**src/rtl/tmr_pkg.sv**
```systemverilog
package tmr_pkg;
  localparam int unsigned ADDR_W = 8;
  localparam int unsigned DATA_W = 32;
  localparam int unsigned CTRL_W = 15;
  localparam int unsigned STAT_W = 3;

  localparam logic [ADDR_W-1:0] OFS_STAT  = 8'h18;
  localparam logic [ADDR_W-1:0] OFS_IEN   = 8'h1C;
  localparam logic [ADDR_W-1:0] OFS_WAKE  = 8'h20;
  localparam logic [ADDR_W-1:0] OFS_CTRL  = 8'h24;
  localparam logic [ADDR_W-1:0] OFS_CNT   = 8'h28;
  localparam logic [ADDR_W-1:0] OFS_LOAD  = 8'h2C;
  localparam logic [ADDR_W-1:0] OFS_TRIG  = 8'h30;
  localparam logic [ADDR_W-1:0] OFS_PEND  = 8'h34;
  localparam logic [ADDR_W-1:0] OFS_MATCH = 8'h38;
  localparam logic [ADDR_W-1:0] OFS_CAPT  = 8'h3C;

  // control word bit positions
  localparam int unsigned CB_RUN  = 0;
  localparam int unsigned CB_AR   = 1;
  localparam int unsigned CB_DIV  = 2;
  localparam int unsigned CB_DEN  = 5;
  localparam int unsigned CB_CE   = 6;
  localparam int unsigned CB_DEF  = 7;
  localparam int unsigned CB_FIRE = 10;
  localparam int unsigned CB_TOG  = 12;

  localparam int unsigned SB_MATCH = 0;
  localparam int unsigned SB_OVF   = 1;

  typedef enum logic [1:0] {
    FIRE_NONE = 2'd0,
    FIRE_OVF  = 2'd1,
    FIRE_BOTH = 2'd2,
    FIRE_RSVD = 2'd3
  } fire_sel_e;
endpackage

```
**src/rtl/tmr_prescale.sv**
```systemverilog
module tmr_prescale #(
  parameter int unsigned SEL_W   = 3,
  parameter bit          HAS_DIV = 1'b1
) (
  input  logic             clk_i,
  input  logic             rst_ni,
  input  logic             run_i,
  input  logic             div_en_i,
  input  logic [SEL_W-1:0] div_sel_i,
  output logic             tick_o
);
  localparam int unsigned PS_W = 1 << SEL_W;

  generate
    if (HAS_DIV) begin : g_div
      logic [PS_W-1:0] ps_q;
      logic [PS_W-1:0] lim;
      logic            wrap;

      assign lim  = (PS_W'(2) << div_sel_i) - PS_W'(1);
      assign wrap = ps_q >= lim;

      always_ff @(posedge clk_i or negedge rst_ni) begin
        if (!rst_ni)                    ps_q <= '0;
        else if (!run_i || !div_en_i)   ps_q <= '0;
        else if (wrap)                  ps_q <= '0;
        else                            ps_q <= ps_q + PS_W'(1);
      end

      assign tick_o = run_i && (!div_en_i || wrap);
    end else begin : g_nodiv
      logic unused_sel;
      assign unused_sel = div_en_i ^ (^div_sel_i) ^ clk_i ^ rst_ni;
      assign tick_o = run_i;
    end
  endgenerate
endmodule

```
**src/rtl/tmr_core.sv**
```systemverilog
module tmr_core #(
  parameter int unsigned CNT_W = 32
) (
  input  logic             clk_i,
  input  logic             rst_ni,
  input  logic             tick_i,
  input  logic             ar_i,
  input  logic             ce_i,
  input  logic [CNT_W-1:0] load_i,
  input  logic [CNT_W-1:0] match_i,
  input  logic             trig_wr_i,
  input  logic             cnt_wr_i,
  input  logic [CNT_W-1:0] wdata_i,
  output logic [CNT_W-1:0] cnt_o,
  output logic             ovf_evt_o,
  output logic             match_evt_o,
  output logic             stop_req_o
);
  localparam logic [CNT_W-1:0] CNT_MAX = '1;

  logic [CNT_W-1:0] cnt_q, cnt_step;
  logic             at_max, sw_wr, adv;

  assign at_max   = cnt_q == CNT_MAX;
  assign sw_wr    = trig_wr_i || cnt_wr_i;
  assign adv      = tick_i && !sw_wr;
  assign cnt_step = at_max ? (ar_i ? load_i : '0) : cnt_q + CNT_W'(1);

  always_ff @(posedge clk_i or negedge rst_ni) begin
    if (!rst_ni)        cnt_q <= '0;
    else if (trig_wr_i) cnt_q <= load_i;
    else if (cnt_wr_i)  cnt_q <= wdata_i;
    else if (adv)       cnt_q <= cnt_step;
  end

  assign cnt_o       = cnt_q;
  assign ovf_evt_o   = adv && at_max;
  assign match_evt_o = adv && ce_i && (cnt_step == match_i);
  assign stop_req_o  = ovf_evt_o && !ar_i;
endmodule

```
**src/rtl/tmr_pwm.sv**
```systemverilog
module tmr_pwm
  import tmr_pkg::*;
(
  input  logic      clk_i,
  input  logic      rst_ni,
  input  logic      def_i,
  input  logic      tog_mode_i,
  input  fire_sel_e fire_sel_i,
  input  logic      ovf_evt_i,
  input  logic      match_evt_i,
  output logic      fire_o,
  output logic      pwm_o
);
  logic tog_q, pulse_q;

  always_comb begin
    unique case (fire_sel_i)
      FIRE_OVF:  fire_o = ovf_evt_i;
      FIRE_BOTH: fire_o = ovf_evt_i || match_evt_i;
      default:   fire_o = 1'b0;
    endcase
  end

  always_ff @(posedge clk_i or negedge rst_ni) begin
    if (!rst_ni) begin
      tog_q   <= 1'b0;
      pulse_q <= 1'b0;
    end else begin
      if (fire_sel_i == FIRE_NONE)  tog_q <= 1'b0;
      else if (fire_o && tog_mode_i) tog_q <= ~tog_q;
      pulse_q <= fire_o && !tog_mode_i;
    end
  end

  assign pwm_o = def_i ^ (tog_mode_i ? tog_q : pulse_q);
endmodule

```
**src/rtl/tmr_regs.sv**
```systemverilog
module tmr_regs
  import tmr_pkg::*;
(
  input  logic              clk_i,
  input  logic              rst_ni,
  input  logic              bus_sel_i,
  input  logic              bus_we_i,
  input  logic [ADDR_W-1:0] bus_addr_i,
  input  logic [DATA_W-1:0] bus_wdata_i,
  output logic [DATA_W-1:0] bus_rdata_o,
  input  logic [DATA_W-1:0] cnt_i,
  input  logic              ovf_evt_i,
  input  logic              match_evt_i,
  input  logic              stop_req_i,
  output logic [CTRL_W-1:0] ctrl_o,
  output logic [STAT_W-1:0] stat_o,
  output logic [DATA_W-1:0] load_o,
  output logic [DATA_W-1:0] match_o,
  output logic              trig_wr_o,
  output logic              cnt_wr_o,
  output logic              irq_o
);
  logic [CTRL_W-1:0] ctrl_q;
  logic [STAT_W-1:0] stat_q, stat_set, stat_clr, ien_q, wake_q;
  logic [DATA_W-1:0] load_q, match_q;
  logic              wr;

  assign wr = bus_sel_i && bus_we_i;

  always_comb begin
    stat_set = '0;
    stat_set[SB_MATCH] = match_evt_i;
    stat_set[SB_OVF]   = ovf_evt_i;
    stat_clr = (wr && bus_addr_i == OFS_STAT) ? bus_wdata_i[STAT_W-1:0] : '0;
  end

  always_ff @(posedge clk_i or negedge rst_ni) begin
    if (!rst_ni) begin
      ctrl_q  <= '0;
      stat_q  <= '0;
      ien_q   <= '0;
      wake_q  <= '0;
      load_q  <= '0;
      match_q <= '0;
    end else begin
      stat_q <= (stat_q & ~stat_clr) | stat_set;
      if (wr && bus_addr_i == OFS_CTRL) ctrl_q <= bus_wdata_i[CTRL_W-1:0];
      else if (stop_req_i)              ctrl_q[CB_RUN] <= 1'b0;
      if (wr && bus_addr_i == OFS_IEN)   ien_q   <= bus_wdata_i[STAT_W-1:0];
      if (wr && bus_addr_i == OFS_WAKE)  wake_q  <= bus_wdata_i[STAT_W-1:0];
      if (wr && bus_addr_i == OFS_LOAD)  load_q  <= bus_wdata_i;
      if (wr && bus_addr_i == OFS_MATCH) match_q <= bus_wdata_i;
    end
  end

  always_comb begin
    bus_rdata_o = '0;
    if (bus_sel_i && !bus_we_i) begin
      unique case (bus_addr_i)
        OFS_STAT:  bus_rdata_o = DATA_W'(stat_q);
        OFS_IEN:   bus_rdata_o = DATA_W'(ien_q);
        OFS_WAKE:  bus_rdata_o = DATA_W'(wake_q);
        OFS_CTRL:  bus_rdata_o = DATA_W'(ctrl_q);
        OFS_CNT:   bus_rdata_o = cnt_i;
        OFS_LOAD:  bus_rdata_o = load_q;
        OFS_MATCH: bus_rdata_o = match_q;
        default:   bus_rdata_o = '0; // trigger, pending, capture, unmapped
      endcase
    end
  end

  assign ctrl_o    = ctrl_q;
  assign stat_o    = stat_q;
  assign load_o    = load_q;
  assign match_o   = match_q;
  assign trig_wr_o = wr && bus_addr_i == OFS_TRIG;
  assign cnt_wr_o  = wr && bus_addr_i == OFS_CNT;
  assign irq_o     = |(stat_q & ien_q);
endmodule

```
**src/rtl/gp_timer.sv**
```systemverilog
module gp_timer
  import tmr_pkg::*;
#(
  parameter bit HAS_DIV = 1'b1
) (
  input  logic              clk_i,
  input  logic              rst_ni,
  input  logic              bus_sel_i,
  input  logic              bus_we_i,
  input  logic [ADDR_W-1:0] bus_addr_i,
  input  logic [DATA_W-1:0] bus_wdata_i,
  output logic [DATA_W-1:0] bus_rdata_o,
  output logic              irq_o,
  output logic              pwm_o
);
  localparam int unsigned SEL_W = 3;

  logic [CTRL_W-1:0] ctrl;
  logic [STAT_W-1:0] stat;
  logic [DATA_W-1:0] load, match, cnt;
  logic              trig_wr, cnt_wr, tick, ovf_evt, match_evt, stop_req, fire;
  fire_sel_e         fire_sel;

  assign fire_sel = fire_sel_e'(ctrl[CB_FIRE +: 2]);

  tmr_regs u_regs (
    .clk_i, .rst_ni, .bus_sel_i, .bus_we_i, .bus_addr_i, .bus_wdata_i, .bus_rdata_o,
    .cnt_i(cnt), .ovf_evt_i(ovf_evt), .match_evt_i(match_evt), .stop_req_i(stop_req),
    .ctrl_o(ctrl), .stat_o(stat), .load_o(load), .match_o(match),
    .trig_wr_o(trig_wr), .cnt_wr_o(cnt_wr), .irq_o
  );

  tmr_prescale #(.SEL_W(SEL_W), .HAS_DIV(HAS_DIV)) u_ps (
    .clk_i, .rst_ni, .run_i(ctrl[CB_RUN]), .div_en_i(ctrl[CB_DEN]),
    .div_sel_i(ctrl[CB_DIV +: SEL_W]), .tick_o(tick)
  );

  tmr_core #(.CNT_W(DATA_W)) u_core (
    .clk_i, .rst_ni, .tick_i(tick), .ar_i(ctrl[CB_AR]), .ce_i(ctrl[CB_CE]),
    .load_i(load), .match_i(match), .trig_wr_i(trig_wr), .cnt_wr_i(cnt_wr),
    .wdata_i(bus_wdata_i), .cnt_o(cnt), .ovf_evt_o(ovf_evt),
    .match_evt_o(match_evt), .stop_req_o(stop_req)
  );

  tmr_pwm u_pwm (
    .clk_i, .rst_ni, .def_i(ctrl[CB_DEF]), .tog_mode_i(ctrl[CB_TOG]),
    .fire_sel_i(fire_sel), .ovf_evt_i(ovf_evt), .match_evt_i(match_evt),
    .fire_o(fire), .pwm_o
  );
endmodule

```
**config.mk**
```make
export PLATFORM = sky130hd
export DESIGN_NAME = gp_timer
export DESIGN_NICKNAME = d
export VERILOG_FILES = /design/src/rtl/tmr_pkg.sv /design/src/rtl/tmr_prescale.sv /design/src/rtl/tmr_core.sv /design/src/rtl/tmr_pwm.sv /design/src/rtl/tmr_regs.sv /design/src/rtl/gp_timer.sv
export SDC_FILE = /design/constraint.sdc
export NUM_CORES = 1
export LEC_CHECK = 0
export BUFFER_PORTS_ARGS = -buffer_cell sky130_fd_sc_hd__buf_2
export CAP_MARGIN = 30
export CORE_MARGIN = 2
export CORE_UTILIZATION = 65
export DETAILED_ROUTE_END_ITERATION = 7
export PLACE_DENSITY = 0.85
export SYNTH_ARGS = -nofsm -noshare
export SYNTH_HDL_FRONTEND = slang
export SYNTH_HIERARCHICAL = 1
export SYNTH_SLANG_ARGS = --single-unit
```
**constraint.sdc**
```tcl
create_clock -name clk_i -period 6.6 [get_ports clk_i]
set_clock_uncertainty 0.15 [all_clocks]
set_input_delay 1.32 -clock clk_i [delete_from_list [all_inputs] [get_ports clk_i]]
set_output_delay 1.32 -clock clk_i [all_outputs]
set_load 0.005 [all_outputs]
```
==> Flow_metrics.wiki, run 1 <==
{| class="wikitable"
! Metric !! Value
|-
| Result of the run || finished, final reports clean
|-
| Number of remaining DRC errors || 0
|-
| Largest cells by area after synthesis || dfrtp_1, mux2_2, mux2_1
|-
| Biggest fanout along the worst timing path || 8
|-
| Global route hottest layer || met2
|-
| Total power consumption of the routed design || 2.455 mW
|-
| Mean number of vias per cell || 7.036
|-
| Horizontal extent of the die || between 100 and 150 um
|-
| Floorplan row count || 43
|-
| Initial Utilization || between 60% and 70%
|-
| Setup-failing EPs final || 0
|-
| Sequential share of the synthesized area || 35.34%
|-
| Number of antenna-violating nets in the routed design || 0
|-
| Vias in the first global route || between 7000 and 8000
|-
| Global Route met1 Usage || 51.10%
|-
| Placeable core region || roughly 14000 sq um
|-
| Max-slew violations || 0
|-
| Largest area contributor in the synthesized netlist || dfrtp_1
|-
| Gate count after technology mapping || roughly 990
|-
| Global route total overflow || 0
|-
| Routing usage on met2 || 57.87%
|-
| Net count reported at finish || approximately 1100
|-
| Primary flip-flop cell chosen by synthesis mapping || dfrtp_1
|-
| Pin count of the biggest net entering global routing || around 70
|-
| Element type at the critical path end || flop
|-
| Clock Pin Slew Worst Setup and Hold Paths || roughly 0.060 ns
|-
| Total standard cell area after synthesis || about 9200 sq um
|-
| Multi-input gate area in the final layout || around 5500 sq um
|-
| Global Route met3 Usage || between 6 and 7%
|-
| Filler cells || just over 1000
|-
| Total of flip-flops plus latches after synthesis || 130
|-
| Die area || ~15000 sq um
|-
| Worst EP arrival || around 5.7 ns
|-
| Setup repair after global routing missed its margin || false
|-
| Worst slack on hold paths || between 0.3 and 0.4 ns
|-
| All-layer global routing usage || a little under two fifths
|-
| Syn Nets || around 1000
|-
| TritonCTS sink count || 130
|-
| R2R Setup Slk || between 1 and 1.5 ns
|-
| Drt pass-1 iters || 7
|-
| Area fraction of the dominant cell type after synthesis || a little over a third
|-
| Post-cts hold buffer count || 0
|-
| Worst IR drop on VDD || 0.2034 mV
|-
| Number of warnings printed during yosys synthesis || 6
|-
| Setup slack of the critical path after layout || ~1.1 ns
|-
| FF+latch area || 3253 sq um
|-
| Sum of negative setup slack || 0 ns
|-
| Top-level I/O count || 78
|-
| Actual slew at the worst max-slew pin || about 1.1 ns
|-
| Proportion of synthesized flip-flops having asynchronous set or reset || between 90% and 100%
|-
| Required @ worst endpoint || between 6 and 7 ns
|-
| Number of hold violations in the final report || 0
|-
| Most common library cell in the layout ignoring fill and taps || dfrtp_1
|-
| Clock Path Buffers || 2
|-
| Classification of the worst-slack hold path || reg -> reg
|-
| Diode insertion count for antenna repair || 0
|-
| Startpoint class of the critical path || flop
|-
| Share of the clock period used by the worst path || 83.84%
|-
| Weighted congestion at the end of routability-driven global placement || 1.018
|-
| Vias || about 8600
|-
| Fin crit period || between 5 and 6 ns
|-
| Wire length after detailed routing || between 20 and 30 mm
|-
| Total of max-cap violations || 0
|-
| Area overhead of the layout relative to synthesis || 10.94%
|-
| Distinct cell type count after synthesis || 85
|-
| Count of flip-flops with a built-in enable after synthesis || 0
|-
| Proportion of layout cells with a drive suffix above 1 || a little over a fifth
|-
| Number of clock buffers inserted by TritonCTS || 17
|-
| Mapped Avg Cell Area || 9.317 sq um
|-
| Clock tree root buffer cell || clkbuf_16
|-
| Detailed Route Iter0 Violations || ~1100
|-
| Worst slew slack as a fraction of its limit || around 29%
|-
| Buffers added on ports || between 70 and 80
|-
| Clock tree from TritonCTS || yes
|-
| Number of antenna violations at the first check in global routing || 0
|-
| Cell area power density || ~240 nW/um^2
|-
| Setup WS pre-CTS || 1.088 ns
|-
| Average routed wire per standard cell || 22.79 um
|-
| Fmax || about 0.18 GHz
|-
| Leakage power summed over all cells || between 4 and 5 nW
|-
| Startpoint-to-endpoint class of the critical path || reg -> reg
|-
| Commonest cells after routing, fill and taps aside || dfrtp_1, nor2_1, nand2_1
|-
| Worst skew pair latency || 0.43 ns
|-
| Height of the die || roughly 120 um
|-
| Post-CTS setup buffers || 0
|-
| Total number of H-tree levels || 4
|-
| Cells resized by post-CTS repair || 0
|-
| Wire length of the first global-routing pass || roughly 43 mm
|-
| HPWL Detailed || around 19 mm
|}
==> logic make-up after synthesis <==
logic type,count (synthesis),synth area share (%)
simple gates,337,19.74
compound gates,246,18.85
flops,130,35.34
mux,119,14.69
buf+inv,98,5.328
xor+xnor,45,4.282
fa+ha+maj,13,1.767
==> synth_stat cells (all sizes together) (4+ instances only) <==
cell and n:
buf 33, nor2 86, xor2 22, mux2i 23, xnor2 23, o22ai 6, nand4 21, o211ai 16
a22o 18, nor3 22, a21o 8, nand3 35, dfrtp 130, inv 26, a21oi 44, a221oi 7
o21ai 41, nand2 80, or3 7, ha 13, a211oi 11, nor2b 11, a22oi 29, nor4 18
and3 16, mux2 96, and2 7, a31oi 11, a32oi 6, and4 13, o31ai 5, o21a 7
o211a 4, or4 5, o22a 6, clkbuf 39
==> state kept, by name, summed over array words and instances, names as in the netlist <==
signal           count
u_regs/ctrl_o       15
u_regs/wake_q        3
u_ps/g_div.ps_q      8
u_core/cnt_o        32
u_regs/stat_o        3
u_pwm/tog_q          1
u_pwm/pulse_q        1
u_regs/match_o      32
u_regs/load_o       32
u_regs/ien_q         3
==> worst paths after layout <==
path                                    start                  to  depth (start not counted)
max                          u_regs/ctrl_o[2]         u_pwm/tog_q                         19
min                        u_ps/g_div.ps_q[0]  u_ps/g_div.ps_q[0]                          1
max reg2reg                  u_regs/ctrl_o[2]         u_pwm/tog_q                         19
min reg2reg                u_ps/g_div.ps_q[0]  u_ps/g_div.ps_q[0]                          1
max in group asynchronous              rst_ni    u_core/cnt_o[19]                          3
min in group asynchronous              rst_ni    u_regs/stat_o[1]                          1
==> per-layer routing <==
layer	wire length, um	up-vias
li1	-	3774
met1	10750	4115
met2	12670	577
met3	3039	132
met4	1389	0
met5	0	-
==> layout make-up <==
class                           instances  share of cell area [%]
Multi-Input combinational cell        760                   53.81
Sequential cell                       130                   31.85
Timing Repair Buffer                   94                   5.673
Clock buffer                           20                   4.374
Tap cell                              180                   2.205
Clock inverter                         12                   1.127
Inverter                               26                  0.9556
==> metrics by stage <==
stage          area (sq um)  instances  utilization (%)
2_1_floorplan          9205        988                -
3_5_place_dp           9651       1190            69.52
5_1_grt               10210       1222            73.57
3_3_place_gp           9568       1187            68.93
4_1_cts               10210       1222            73.57
6_report              10210       1222            73.57
==> worst max-delay path: stages, from the launching register on <==
cell and delay, ns:
dfrtp_1 0.46, or3_1 0.43, ha_1 0.29, nor3_1 0.20
a21o_1 0.12, a21oi_1 0.07, ha_1 0.31, nand4_1 0.17
nor2_1 0.14, o21a_1 0.28, o2111ai_1 0.18, a211o_1 0.28
a221oi_1 0.27, o21ai_0 0.19, nor4_1 0.34, nand4_1 0.20
nor4_2 0.47, nand2_1 0.15, and4b_1 0.21, or4_1 0.50
==> power by group <==
part	switching, mW	internal (mW)	leakage (nW)
Clock	0.350	0.559	0.279
Combinational	0.304	0.234	2.45
Sequential	0.140	0.869	1.77
Total	0.794	1.66	4.50
Power figures use the tool's default switching activity.
==> run 2, diff against run 1 <==
- CORE_UTILIZATION: 65 -> 61
- PLACE_DENSITY: 0.85 -> 0.8
- clock period: 6.6 -> 5.7 ns (I/O delays scaled with it)
==> run 2 against run 1 <==
Effect of this change:
- die area rose by 6.3%
- final cell count is 0.90% higher
- fmax up 2.8%
- critical path type unchanged
- sequential power is 15% higher
- global-route usage fell by 1.7 points
==> Flow_metrics.wiki, run 2 (synthesis results as in run 1) <==
{| class="wikitable"
! Metric !! Value
|-
| Most common library cell in the layout ignoring fill and taps || dfrtp_1 (unchanged)
|-
| Diode insertion count for antenna repair || 0 (unchanged)
|-
| Fmax || 0.1858 GHz (was 0.1807 GHz)
|-
| Floorplan row count || 44 (was 43)
|-
| All-layer global routing usage || 35.80% (was 37.53%)
|-
| Mean number of vias per cell || 7.000 (was 7.036)
|-
| Endpoint of the worst register-to-register path || u_pwm/tog_q (unchanged)
|-
| Biggest fanout along the worst timing path || 8 (unchanged)
|-
| Element type at the critical path end || flop (unchanged)
|-
| Actual slew at the worst max-slew pin || 0.8990 ns (was 1.059 ns)
|-
| Proportion of layout cells with a drive suffix above 1 || 21.64% (was 20.92%)
|-
| Sum of negative setup slack || 0 ns (unchanged)
|-
| HPWL Detailed || 19.29 mm (was 19.21 mm)
|-
| Max-slew violations || 0 (unchanged)
|-
| Die area || 16090 sq um (was 15130 sq um)
|-
| Number of remaining DRC errors || 0 (unchanged)
|-
| Setup repair after global routing missed its margin || false (unchanged)
|-
| Cell area power density || 286.3 nW/um^2 (was 240.4 nW/um^2)
|-
| Number of antenna-violating nets in the routed design || 0 (unchanged)
|-
| Worst IR drop on VDD || 0.2634 mV (was 0.2034 mV)
|-
| Number of antenna violations at the first check in global routing || 0 (unchanged)
|-
| Critical path endpoint || u_pwm/tog_q (unchanged)
|-
| Clock Pin Slew Worst Setup and Hold Paths || 0.06 ns (about the same)
|-
| Startpoint-to-endpoint class of the critical path || reg -> reg (unchanged)
|-
| Weighted congestion at the end of routability-driven global placement || 0.9858 (was 1.018)
|-
| R2R Setup Slk || 0.32 ns (was 1.07 ns)
|-
| Fin crit period || 5.381 ns (was 5.533 ns)
|-
| Total power consumption of the routed design || 2.944 mW (was 2.455 mW)
|-
| Leakage power summed over all cells || 4.535 nW (was 4.499 nW)
|-
| Startpoint class of the critical path || flop (unchanged)
|-
| Net count reported at finish || 1093 (was 1086)
|-
| Wire length of the first global-routing pass || 45.08 mm (was 43.29 mm)
|-
| Pin count of the biggest net entering global routing || 94 (was 69)
|-
| Post-CTS setup buffers || 0 (unchanged)
|-
| Post-Layout Inst Area || 10280 sq um (was 10210 sq um)
|-
| Horizontal extent of the die || 126.8 um (was 123 um)
|-
| Worst Reg2Reg Path Length in Cells || 19 (unchanged)
|-
| Global route total overflow || 0 (unchanged)
|-
| Vias in the first global route || 8233 (was 7985)
|-
| Clock tree root buffer cell || clkbuf_16 (unchanged)
|-
| Share of the clock period used by the worst path || 94.41% (was 83.84%)
|-
| Clock Path Buffers || 2 (unchanged)
|-
| TritonCTS sink count || 130 (unchanged)
|-
| Worst slew slack as a fraction of its limit || 40.06% (was 29.15%)
|-
| Worst slack on hold paths || 0.3501 ns (was 0.3460 ns)
|-
| Startpoint of the worst register-to-register path || u_regs/ctrl_o[2] (unchanged)
|-
| Post-placement cell area || 9662 sq um (was 9651 sq um)
|-
| Result of the run || finished, final reports clean (unchanged)
|-
| Number of clock buffers inserted by TritonCTS || 17 (unchanged)
|-
| Commonest cells after routing, fill and taps aside || dfrtp_1, nor2_1, nand2_1 (unchanged)
|-
| Required @ worst endpoint || 5.85 ns (was 6.74 ns)
|-
| Classification of the worst-slack hold path || reg -> reg (unchanged)
|-
| Total number of H-tree levels || 4 (unchanged)
|-
| Worst skew pair latency || 0.43 ns (about the same)
|-
| Worst EP arrival || 5.54 ns (was 5.68 ns)
|-
| Drt pass-1 iters || 8 (was 7)
|-
| Total of max-cap violations || 0 (unchanged)
|-
| Number of hold violations in the final report || 0 (unchanged)
|-
| Initial Utilization || 62.86% (was 66.32%)
|-
| Buffers added on ports || 77 (unchanged)
|-
| Setup WS pre-CTS || 0.4081 ns (was 1.088 ns)
|-
| Wire length after detailed routing || 28.26 mm (was 27.85 mm)
|-
| Average routed wire per standard cell || 22.92 um (was 22.79 um)
|-
| Height of the die || 126.8 um (was 123 um)
|-
| Clock tree from TritonCTS || yes (unchanged)
|-
| Area overhead of the layout relative to synthesis || 11.70% (was 10.94%)
|-
| Setup slack of the critical path after layout || 0.3188 ns (was 1.067 ns)
|-
| Startpoint of the most critical setup path || u_regs/ctrl_o[2] (unchanged)
|-
| Detailed Route Iter0 Violations || 1145 (was 1109)
|-
| Setup-failing EPs final || 0 (unchanged)
|-
| Placeable core region || 14640 sq um (was 13880 sq um)
|-
| Post-cts hold buffer count || 0 (unchanged)
|-
| Vias || 8631 (was 8598)
|-
| Top-level I/O count || 78 (unchanged)
|}
## run 2: report_power, final
part / switching [mW] / leakage [nW] / internal [mW]
clock: 0.437 / 0.295 / 0.709
combinational: 0.360 / 2.47 / 0.279
sequential: 0.152 / 1.77 / 1.01
## run 2: timing repair
item | in CTS | in global routing
endpoints found under the setup margin | 0 | 1
resized for setup | 0 | 1
endpoints found under the hold margin | 0 | 0
## run 2: layout make-up
class / count / area (sq um)
Fill cell: 1139 / 4362
Inverter: 26 / 97.59
Multi-Input combinational cell: 760 / 5498
Timing Repair Buffer: 101 / 591.8
Sequential cell: 130 / 3253
Clock buffer: 19 / 452.9
Tap cell: 184 / 230.2
Clock inverter: 13 / 158.9
## run 2: worst min path at each step
stage / depth (start not counted) / endpoint / start
5_1_grt: 1 / u_ps/g_div.ps_q[0] / u_ps/g_div.ps_q[0]
2_1_floorplan: 1 / u_ps/g_div.ps_q[0] / u_ps/g_div.ps_q[0]
3_3_place_gp: 1 / u_ps/g_div.ps_q[0] / u_ps/g_div.ps_q[0]
4_1_cts: 1 / u_ps/g_div.ps_q[0] / u_ps/g_div.ps_q[0]
6_report: 1 / u_ps/g_div.ps_q[0] / u_ps/g_div.ps_q[0]
3_5_place_dp: 1 / u_ps/g_div.ps_q[0] / u_ps/g_div.ps_q[0]
## run 2: critical path: stages (launching register included)
cell and delay, ns:
dfrtp_1 0.46, or3_1 0.43, ha_1 0.29, nor3_1 0.16
a21o_1 0.11, a21oi_1 0.08, ha_1 0.32, nand4_1 0.17
nor2_1 0.14, o21a_1 0.24, o2111ai_1 0.13, a211o_1 0.25
a221oi_1 0.24, o21ai_0 0.18, nor4_1 0.37, nand4_1 0.25
nor4_4 0.42, nand2_1 0.15, and4b_1 0.21, or4_1 0.50
## run 2: stage by stage
stage | util, % | instances
floorplan | - | 988
global placement | 65.79 | 1200
detailed placement | 65.98 | 1201
CTS | 70.16 | 1233
global route | 70.22 | 1233
finish | 70.22 | 1233
## run 2: per-layer routing
metal / part of all wire (%) / GRT usage, % / wire (um)
met5: 0 / 0 / 0
met4: 4.2 / 16.29 / 1191
met3: 9.7 / 7.296 / 2731
met2: 46 / 55.76 / 12930
met1: 40 / 48.44 / 11410
